`config.mk`:
```
export PLATFORM = sky130hd
export DESIGN_NAME = tpc_conditioner
export DESIGN_NICKNAME = d
export VERILOG_FILES = /design/src/rtl/tpc_pkg.sv /design/src/rtl/tpc_cfg_sel.sv /design/src/rtl/tpc_subst.sv /design/src/rtl/tpc_test_ins.sv /design/src/rtl/tpc_invert.sv /design/src/rtl/tpc_conditioner.sv
export SDC_FILE = /design/constraint.sdc
export NUM_CORES = 1
export LEC_CHECK = 0
export ABC_AREA = 1
export BUFFER_PORTS_ARGS = -buffer_cell sky130_fd_sc_hd__clkbuf_2
export CAP_MARGIN = 10
export CORE_MARGIN = 8
export CORE_UTILIZATION = 45
export DETAILED_ROUTE_END_ITERATION = 8
export PLACE_DENSITY = 0.87
export REMOVE_ABC_BUFFERS = 1
export SLEW_MARGIN = 20
export SYNTH_ARGS = -nofsm -noshare
export SYNTH_HDL_FRONTEND = slang
export SYNTH_SLANG_ARGS = --single-unit
```
`constraint.sdc`:
```
create_clock -name clk -period 7.9 [get_ports clk]
set_input_delay 1.975 -clock clk [delete_from_list [all_inputs] [get_ports clk]]
set_output_delay 1.975 -clock clk [all_outputs]
set_load 0.02 [all_outputs]
```
`src/rtl/tpc_pkg.sv`:
```
package tpc_pkg;

    localparam int CFGW = 4;

    localparam logic [2:0] SUB_NONE  = 3'd0;
    localparam logic [2:0] SUB_TRUNK = 3'd1;
    localparam logic [2:0] SUB_MW    = 3'd2;
    localparam logic [2:0] SUB_LOOP  = 3'd3;

    typedef enum logic [1:0] {
        TM_UNFRAMED = 2'b00,
        TM_OCTET    = 2'b01,
        TM_SEPTET   = 2'b10,
        TM_NONE     = 2'b11
    } tmode_e;

    typedef struct packed {
        logic       test;
        logic [2:0] sub;
    } chan_cfg_t;

    function automatic logic [7:0] mw_byte(input logic [2:0] idx);
        logic [7:0] v;
        case (idx)
            3'd0, 3'd3: v = 8'h1E;
            3'd1, 3'd2: v = 8'h0B;
            3'd4, 3'd7: v = 8'h9E;
            default:    v = 8'h8B;
        endcase
        return v;
    endfunction

    function automatic logic [7:0] inv_mask(input logic msb, input logic even, input logic odd);
        logic [7:0] m;
        m = 8'h00;
        if (even) m = m | 8'h55;
        if (odd)  m = m | 8'hAA;
        if (msb)  m[7] = 1'b1;
        return m;
    endfunction

endpackage

```
`src/rtl/tpc_cfg_sel.sv`:
```
module tpc_cfg_sel
    import tpc_pkg::*;
#(
    parameter int NCH_E1 = 32,
    parameter int NCH_T1 = 24,
    parameter int CHW    = 5
) (
    input  logic [NCH_E1*CFGW-1:0] cfg_table,
    input  logic [CHW-1:0]         chan,
    input  logic                   e1_mode,
    input  logic [2:0]             global_sub,
    output logic                   in_range,
    output logic [2:0]             sub_sel,
    output logic                   test_flag
);
    chan_cfg_t tbl [NCH_E1];
    chan_cfg_t entry;

    for (genvar g = 0; g < NCH_E1; g++) begin : g_unpack
        assign tbl[g] = chan_cfg_t'(cfg_table[g*CFGW +: CFGW]);
    end

    always_comb begin
        in_range = e1_mode ? (int'(chan) < NCH_E1) : (int'(chan) < NCH_T1);
        entry    = in_range ? tbl[chan] : '0;
        sub_sel  = (global_sub != SUB_NONE) ? global_sub : entry.sub;
        test_flag = entry.test;
    end
endmodule

```
`src/rtl/tpc_subst.sv`:
```
module tpc_subst
    import tpc_pkg::*;
(
    input  logic       clk,
    input  logic       rst,
    input  logic       strobe,
    input  logic       frame_start,
    input  logic [2:0] sel,
    input  logic [7:0] trunk_code,
    input  logic [7:0] loop_byte,
    input  logic [7:0] data_in,
    output logic [7:0] data_out
);
    logic [2:0] phase_q;
    logic [2:0] phase_eff;

    assign phase_eff = frame_start ? phase_q + 3'd1 : phase_q;

    always_ff @(posedge clk) begin
        if (rst)         phase_q <= 3'd7;
        else if (strobe) phase_q <= phase_eff;
    end

    always_comb begin
        case (sel)
            SUB_TRUNK: data_out = trunk_code;
            SUB_MW:    data_out = mw_byte(phase_eff);
            SUB_LOOP:  data_out = loop_byte;
            default:   data_out = data_in;
        endcase
    end

    // the phase never moves on a strobe without a frame marker
    assert_phase_hold_R4: assert property (@(posedge clk) disable iff (rst)
        (strobe && !frame_start) |=> $stable(phase_q));
endmodule

```
`src/rtl/tpc_test_ins.sv`:
```
module tpc_test_ins
    import tpc_pkg::*;
(
    input  logic       active,
    input  logic [1:0] mode,
    input  logic       flag,
    input  logic [7:0] pattern,
    input  logic [7:0] data_in,
    output logic [7:0] data_out
);
    tmode_e m;
    assign m = tmode_e'(mode);

    always_comb begin
        data_out = data_in;
        if (active) begin
            case (m)
                TM_UNFRAMED: data_out = pattern;
                TM_OCTET:    if (flag) data_out = pattern;
                TM_SEPTET:   if (flag) data_out = {pattern[7:1], data_in[0]};
                default:     data_out = data_in;
            endcase
        end
    end
endmodule

```
`src/rtl/tpc_invert.sv`:
```
module tpc_invert
    import tpc_pkg::*;
(
    input  logic       inv_msb,
    input  logic       inv_even,
    input  logic       inv_odd,
    input  logic [7:0] data_in,
    output logic [7:0] data_out
);
    assign data_out = data_in ^ inv_mask(inv_msb, inv_even, inv_odd);
endmodule

```
`src/rtl/tpc_conditioner.sv`:
```
module tpc_conditioner
    import tpc_pkg::*;
#(
    parameter int NCH_E1 = 32,
    parameter int NCH_T1 = 24,
    parameter int CHW    = $clog2(NCH_E1)
) (
    input  logic                   clk,
    input  logic                   rst,
    input  logic                   ctl_enable,
    input  logic                   e1_mode,
    input  logic [2:0]             global_sub,
    input  logic [7:0]             trunk_code,
    input  logic                   test_en,
    input  logic                   test_dir,
    input  logic [1:0]             test_mode,
    input  logic                   inv_msb,
    input  logic                   inv_even,
    input  logic                   inv_odd,
    input  logic [NCH_E1*CFGW-1:0] cfg_table,
    input  logic                   in_valid,
    input  logic [7:0]             in_byte,
    input  logic [CHW-1:0]         in_chan,
    input  logic                   frame_start,
    input  logic [7:0]             prbs_byte,
    input  logic [7:0]             loop_byte,
    output logic                   out_valid,
    output logic [7:0]             out_byte
);
    logic       in_range;
    logic [2:0] sub_sel;
    logic       test_flag;
    logic       test_active;
    logic [7:0] subst_out;
    logic [7:0] test_out;
    logic [7:0] inv_out;
    logic [7:0] final_byte;

    tpc_cfg_sel #(.NCH_E1(NCH_E1), .NCH_T1(NCH_T1), .CHW(CHW)) i_cfg (
        .cfg_table (cfg_table),
        .chan      (in_chan),
        .e1_mode   (e1_mode),
        .global_sub(global_sub),
        .in_range  (in_range),
        .sub_sel   (sub_sel),
        .test_flag (test_flag)
    );

    tpc_subst i_subst (
        .clk        (clk),
        .rst        (rst),
        .strobe     (in_valid),
        .frame_start(frame_start),
        .sel        (sub_sel),
        .trunk_code (trunk_code),
        .loop_byte  (loop_byte),
        .data_in    (in_byte),
        .data_out   (subst_out)
    );

    assign test_active = test_en && !test_dir;

    tpc_test_ins i_test (
        .active  (test_active),
        .mode    (test_mode),
        .flag    (test_flag),
        .pattern (prbs_byte),
        .data_in (subst_out),
        .data_out(test_out)
    );

    tpc_invert i_inv (
        .inv_msb (inv_msb),
        .inv_even(inv_even),
        .inv_odd (inv_odd),
        .data_in (test_out),
        .data_out(inv_out)
    );

    assign final_byte = (ctl_enable && in_range) ? inv_out : in_byte;

    always_ff @(posedge clk) begin
        if (rst) begin
            out_valid <= 1'b0;
            out_byte  <= 8'h00;
        end else begin
            out_valid <= in_valid;
            if (in_valid) out_byte <= final_byte;
        end
    end

    assert_strobe_lat_R10: assert property (@(posedge clk) disable iff (rst)
        in_valid |=> out_valid);

    assert_strobe_src_R10: assert property (@(posedge clk) disable iff (rst)
        out_valid |-> $past(in_valid));

    assert_hold_R10: assert property (@(posedge clk) disable iff (rst)
        !in_valid |=> $stable(out_byte));

    assert_bypass_R1: assert property (@(posedge clk) disable iff (rst)
        (in_valid && !ctl_enable) |=> (out_byte == $past(in_byte)));

    assert_t1_range_R9: assert property (@(posedge clk) disable iff (rst)
        (in_valid && !e1_mode && (int'(in_chan) >= NCH_T1)) |=> (out_byte == $past(in_byte)));

    assert_unframed_R5: assert property (@(posedge clk) disable iff (rst)
        (in_valid && test_active && (test_mode == TM_UNFRAMED)) |-> (test_out == prbs_byte));

    assert_septet_R6: assert property (@(posedge clk) disable iff (rst)
        (in_valid && test_active && test_flag && (test_mode == TM_SEPTET))
        |-> (test_out == {prbs_byte[7:1], subst_out[0]}));
endmodule

```
==> results by group, run 1 <==
Yosys
  • Area share of the largest cell type after synthesis: 30.12%
  • Syn. warnings: 0
  • Synth top area cells: nand2_1 (30%), nand3_1 (19%), dfxtp_1 (8.9%), inv_1 (8.9%), nor2_1 (5.6%)
  • Largest area contributor in the netlist: nand2_1
  • Post-synth ARST share: 0%
  • Number of synthesized flops with an enable pin: 0
  • Synth Instances: 556
  • Register bit count reported by yosys: 12
  • Cell Area, Synth: 0.002704 mm^2
  • Most common cell in the netlist: nand2_1
  • Mean Syn Cell Area: 4.863 um^2
  • Primary FF master, synth: dfxtp_1
  • Seq/Total Area, Yosys: 8.885%
  • Synth top cells by count: nand2_1 (217), nand3_1 (103), inv_1 (64)
  • Synth cell types: 29

CTS
  • Clock root cell: clkbuf_8
  • Post-CTS Resized: 0
  • Htree depth: 1
  • CTS Hold Bufs: 0
  • CTS max path bufs: 2
  • Worst-path clk slew: 0.05 ns
  • CTS buffer count: 3
  • Postcts setup bufs: 0
  • Clock Sinks: 12
  • TritonCTS clock tree: built
  • Clock Latency Late Sink: 0.24 ns

Global routing
  • Vias in the first global route: 3,915
  • GR Util All Layers: 24.83%
  • First-pass GRT wire length: 18.24 mm
  • Largest net degree at the start of global routing: 67
  • Initial antenna violation count: 0
  • Grt ovf: 0

Critical path
  • Crit path required time: 8.02 ns
  • CP max FO: 66
  • Slowest cell delay on critical path: 0.76 ns
  • Buf+Inv Stages, Crit Path: 3
  • Crit-path leading delay family: simple AND/OR/NAND/NOR gates
  • Critical path arrival: 5.19 ns
  • CP max-delay cell: inv_2
  • Critical path type: in2reg
  • Setup crit start kind: primary input
  • Most numerous cell on the critical path: nand2_1
  • Setup crit end kind: flop

Drt
  • DR pass1 iterations: 5
  • Starting DRT DRC Count: 276
  • Total wire length: 11.54 mm
  • ANT nets after route: 0
  • Vias: 4,169
  • WL per Instance: 14.46 um
  • DR DRC count: 0
  • Avg Vias per Cell: 5.224

Place
  • Dpl hpwl: 9.632 mm
  • Final GP Congestion: 0.9992
  • Port Buffers: 189

STA
  • Slew Limit Fails: 0
  • Min Tclk post-route: 5.069 ns
  • Setup tns final: 0 ns
  • Clock Skew: 0.005539 ns
  • Fmax: 197.3 MHz
  • Unrepaired setup endpoints after global routing: no
  • Period utilization: 64.17%
  • Fin. Hold Viols: 0
  • Slew HR: 37.52%
  • Setup violators final: 0
  • Worst Max-Slew Pin Slew: 0.9359 ns

Floorplanning
  • Num rows: 28
  • Core Area: 0.005851 mm^2
  • Die extent in x: 93.52 um
  • Initial Util: 46.21%
  • Die Area: 0.008745 mm^2
  • I/O pins: 190
  • Die height: 93.52 um

Finish
  • Layout cells sized above 1: 29.18%
  • Diodes inserted: 0
  • Area Growth Syn to Fin: 34.38%
  • Fillers: 610
  • Fin nets: 906
  • Final core occ: 62.10%

Power and ir drop
  • Lkg Pwr: 2.252 nW
  • Pwr Density: 91.06 mW/mm^2
  • Maximum vdd drop: 0.1452 mV

Worst hold path
  • Min-Delay Path Class: reg2reg

Run
  • Max Cap Viol: 0

Outcome
  • Outcome: finished clean
## metrics by stage
stage,power [mW],setup slack (ns),hold WS (ns),instances,area (um^2)
floorplan,0.1782,3.825,0.4555,529,2531
global placement,0.2602,2.712,0.4542,794,3578
detailed placement,0.2621,2.705,0.4615,794,3578
CTS,0.3312,2.949,0.4717,798,3633
global route,0.3606,2.464,0.4872,798,3633
finish,0.3309,2.831,0.4709,798,3633
## routing by layer
metal / global-route usage, % / wire, um / vias up
met3: 3.686 / 825 / 31
met2: 43.13 / 5776 / 186
met1: 30.23 / 4607 / 1838
li1: - / - / 2114
met5: 0 / 0 / -
met4: 8.456 / 332 / 0
## where the power goes
group | internal (mW) | switching, mW
combinational | 0.0807 | 0.115
clock | 0.0440 | 0.0229
sequential | 0.0655 | 0.00281
## cell type report
cell class	instances	area, um^2	share of cell area, %
Timing Repair Buffer	190	953.4	26.24
Sequential cell	12	240.2	6.612
Inverter	70	262.8	7.231
Clock buffer	4	55.05	1.515
Multi-Input combinational cell	447	2028	55.82
Tap cell	75	93.84	2.583
## kinds of logic after synthesis
logic type / synth area share (%)
xor+xnor: 1.296
compound gates: 14.02
simple gates: 58.86
buf+inv: 16.10
mux: 0.3702
flops: 8.885
fa+ha+maj: 0.4627
## flip-flops by register name, summed over array words and instances (netlist names)
name / count
i_subst.phase_q: 3
out_byte: 8
out_valid: 1
## worst paths after layout
path                                        start  slack [ns]                        to  cells after the start
setup / recovery                       in_chan[0]        2.83  out_byte[4]$_SDFFE_PP0P_                     26
hold / removal           out_byte[3]$_SDFFE_PP0P_        0.47  out_byte[3]$_SDFFE_PP0P_                      2
setup reg to reg  i_subst.phase_q[0]$_SDFFE_PP1P_        5.68  out_byte[4]$_SDFFE_PP0P_                     14
hold reg to reg          out_byte[3]$_SDFFE_PP0P_        0.47  out_byte[3]$_SDFFE_PP0P_                      2
## tightest hold or removal path: stages (launching register included)
cell and delay [ns]:
dfxtp_1 0.30, nand2_1 0.06, a21oi_1 0.06
## cells in the final DEF, fill, tap and decap left out
| cell type | Yosys | layout |
|---|---|---|
| nand4_1 | 2 | 2 |
| nand2_1 | 217 | 217 |
| nand3_1 | 103 | 103 |
| ha_1 | 1 | 1 |
| nand2_4 | 2 | 2 |
| a21oi_1 | 23 | 23 |
| nor2_1 | 40 | 40 |
| buf_4 | 5 | 1 |
| o22ai_1 | 1 | 1 |
| clkbuf_2 | 1 | 189 |
| o221ai_1 | 8 | 8 |
| o21ai_1 | 7 | 7 |
| inv_2 | 6 | 6 |
| inv_1 | 64 | 64 |
| o211ai_1 | 4 | 4 |
| o2111ai_1 | 2 | 2 |
| or2_2 | 1 | 1 |
| xor2_1 | 3 | 3 |
| xnor2_1 | 1 | 1 |
| nor2_4 | 2 | 2 |
| nor3_1 | 2 | 2 |
| o21ai_0 | 21 | 21 |
| dfxtp_1 | 12 | 12 |
| mux2i_1 | 1 | 1 |
| clkbuf_8 | 0 | 4 |
| nand2_2 | 6 | 6 |
Note: power is estimated with default switching activity, not from simulation.
==> run 2, diff against run 1 <==
Settings changed: CORE_UTILIZATION 45 to 43, PLACE_DENSITY 0.87 to 0.83.
Clock period 7.9 ns to 5.2 ns, I/O delays scaled along.
==> run 2 against run 1 <==
Effect of this change:
- non-clock buffer count rose by 5
- worst setup slack lost 1.4 ns
- clock skew is 0.0011 ns higher
- design area up 1.1%
- first-iteration DRC count increased by 13%
- clock power up 55%
- combinational power up 52%
- critical path type unchanged
- largest cell class unchanged
==> results by group, run 2 (synthesized netlist as in run 1, its figures left out) <==
Critical path
  • Critical path type: in2reg
  • Reg2reg setup slack: 3.09 ns (-2.59 ns)
  • CP max FO: 38 (-42%)
  • Critical path arrival: 3.86 ns (-1.33 ns)
  • Crit path required time: 5.33 ns (-2.69 ns)
  • Setup crit start kind: primary input
  • Launch point of the worst path: in_chan[0]
  • Setup crit end kind: flop
  • Worst r2r src: i_subst.phase_q[0]$_SDFFE_PP1P_

STA
  • Min Tclk post-route: 3.736 ns
  • Fmax: 267.7 MHz
  • Final worst slack: 1.464 ns (-1.366 ns)
  • Setup violators final: 0 (unchanged)
  • Setup tns final: 0 ns (unchanged)
  • Period utilization: 71.84%
  • Unrepaired setup endpoints after global routing: no
  • Slew Limit Fails: 0 (unchanged)
  • Worst Max-Slew Pin Slew: 0.6966 ns (-0.2393 ns)
  • Slew HR: 53.39% (+16 points)
  • Clock Skew: 0.006689 ns (+0.001150 ns)
  • Fin. Hold Viols: 0 (unchanged)

Floorplanning
  • Die Area: 0.009081 mm^2 (+3.8%)
  • Die height: 95.30 um (+1.9%)
  • Core Area: 0.006205 mm^2 (+6.1%)
  • I/O pins: 190 (unchanged)
  • Num rows: 29 (+3.6%)
  • Die extent in x: 95.30 um (+1.9%)
  • Initial Util: 43.58% (-2.6 points)

Drt
  • Starting DRT DRC Count: 313 (+13%)
  • Total wire length: 11.18 mm (-3.1%)
  • WL per Instance: 13.89 um (-4.0%)
  • Avg Vias per Cell: 5.109 (-2.2%)
  • DR pass1 iterations: 5 (unchanged)
  • ANT nets after route: 0 (unchanged)
  • Vias: 4,113 (-1.3%)
  • DR DRC count: 0 (unchanged)

Power and ir drop
  • Lkg Pwr: 2.276 nW (+1.1%)
  • Pwr Density: 137.5 mW/mm^2 (+51%)
  • Maximum vdd drop: 0.2257 mV (+56%)

CTS
  • Clock Latency Late Sink: 0.24 ns (about the same)
  • Postcts setup bufs: 0 (unchanged)
  • CTS buffer count: 3 (unchanged)
  • Clock Sinks: 12 (unchanged)
  • Post-CTS Resized: 0 (unchanged)
  • Clock root cell: clkbuf_8
  • CTS Hold Bufs: 0 (unchanged)
  • TritonCTS clock tree: built
  • Worst-path clk slew: 0.06 ns (about the same)
  • CTS max path bufs: 2 (unchanged)
  • Htree depth: 1 (unchanged)

Place
  • Placed inst area: 0.003618 mm^2 (+1.1%)
  • Placed Cells: 801 (+0.88%)
  • Dpl hpwl: 9.441 mm (-2.0%)
  • Final GP Congestion: 0.9897 (-0.95%)
  • Port Buffers: 189 (unchanged)
  • DP Worst Slack: 1.249 ns (-1.456 ns)

Finish
  • Non-Filler Cell Area, Final: 0.003674 mm^2 (+1.1%)
  • Layout cells sized above 1: 29.67% (+0.49 points)
  • Biggest register: out_byte
  • Diodes inserted: 0 (unchanged)
  • Largest registers: out_byte x8, i_subst.phase_q x3, out_valid x1
  • Most frequent cells in the layout: nand2_1 (217), clkbuf_2 (189), nand3_1 (103), inv_1 (64), nor2_1 (40)
  • Commonest non-fill, non-tap cell in the layout: nand2_1
  • Fin nets: 911 (+0.55%)
  • Final core occ: 59.21% (-2.9 points)
  • Area Growth Syn to Fin: 35.86%
  • Max FFs per register: 8 (unchanged)
  • Fin cells: 805 (+0.88%)

Worst hold path
  • Hold wc startpoint: out_byte[5]$_SDFFE_PP0P_
  • Min-Delay Path Class: reg2reg

Global routing
  • Vias in the first global route: 3,879 (-0.92%)
  • GR Util All Layers: 23.29% (-1.5 points)
  • Initial antenna violation count: 0 (unchanged)
  • Grt ovf: 0 (unchanged)
  • First-pass GRT wire length: 17.33 mm (-5.0%)
  • Largest net degree at the start of global routing: 66 (-1.5%)

Run
  • Max Cap Viol: 0 (unchanged)

Outcome
  • Outcome: finished clean
run 2: area by class of cell:
class	instances	area [um^2]
Fill cell	630	2531
Multi-Input combinational cell	447	2028
Timing Repair Buffer	195	991.0
Inverter	70	262.8
Sequential cell	12	240.2
Tap cell	77	96.34
Clock buffer	4	55.05
run 2: worst paths after layout:
path / depth (start not counted) / endpoint
worst max register to register: 14 / out_byte[4]$_SDFFE_PP0P_
worst min register to register: 2 / out_byte[5]$_SDFFE_PP0P_
worst min-delay path: 2 / out_byte[5]$_SDFFE_PP0P_
worst max-delay path: 26 / out_byte[4]$_SDFFE_PP0P_
run 2: routing by layer:
metal | vias up | GRT usage (%) | routed length (um)
met5 | - | 0 | 0
met4 | 0 | 5.852 | 238
met3 | 20 | 3.228 | 893
met2 | 180 | 41.08 | 5526
met1 | 1786 | 28.85 | 4521
li1 | 2127 | - | -
run 2: per-stage QoR:
stage / hold WS [ns] / power (mW)
after global placement: 0.4525 / 0.3981
after global routing: 0.4841 / 0.5526
final: 0.4690 / 0.5051
after detailed placement: 0.4598 / 0.3996
after CTS: 0.4677 / 0.5058
after floorplan: 0.4555 / 0.2707
run 2: worst max-delay path: stages:
cell      delay (ns)
clkbuf_2        0.09
inv_2           0.42
buf_4           0.27
nand2_1         0.07
nand2_1         0.05
nand2_1         0.05
nand3_1         0.07
nand3_1         0.08
nand2_1         0.06
nand2_1         0.06
nand2_1         0.07
nand2_1         0.06
nand2_2         0.14
nand2_4         0.10
nor2_4          0.17
nand2_1         0.07
nand3_1         0.07
o21ai_1         0.09
nand2_1         0.07
nand2_1         0.05
nand2_1         0.08
nand2_1         0.05
nand2_1         0.05
nand3_1         0.06
nand2_1         0.13
a21oi_1         0.07
run 2: power breakdown:
group | internal (mW) | switching [mW]
Clock | 0.0670 | 0.0373
Combinational | 0.125 | 0.172
Sequential | 0.0993 | 0.00438
Total | 0.291 | 0.214
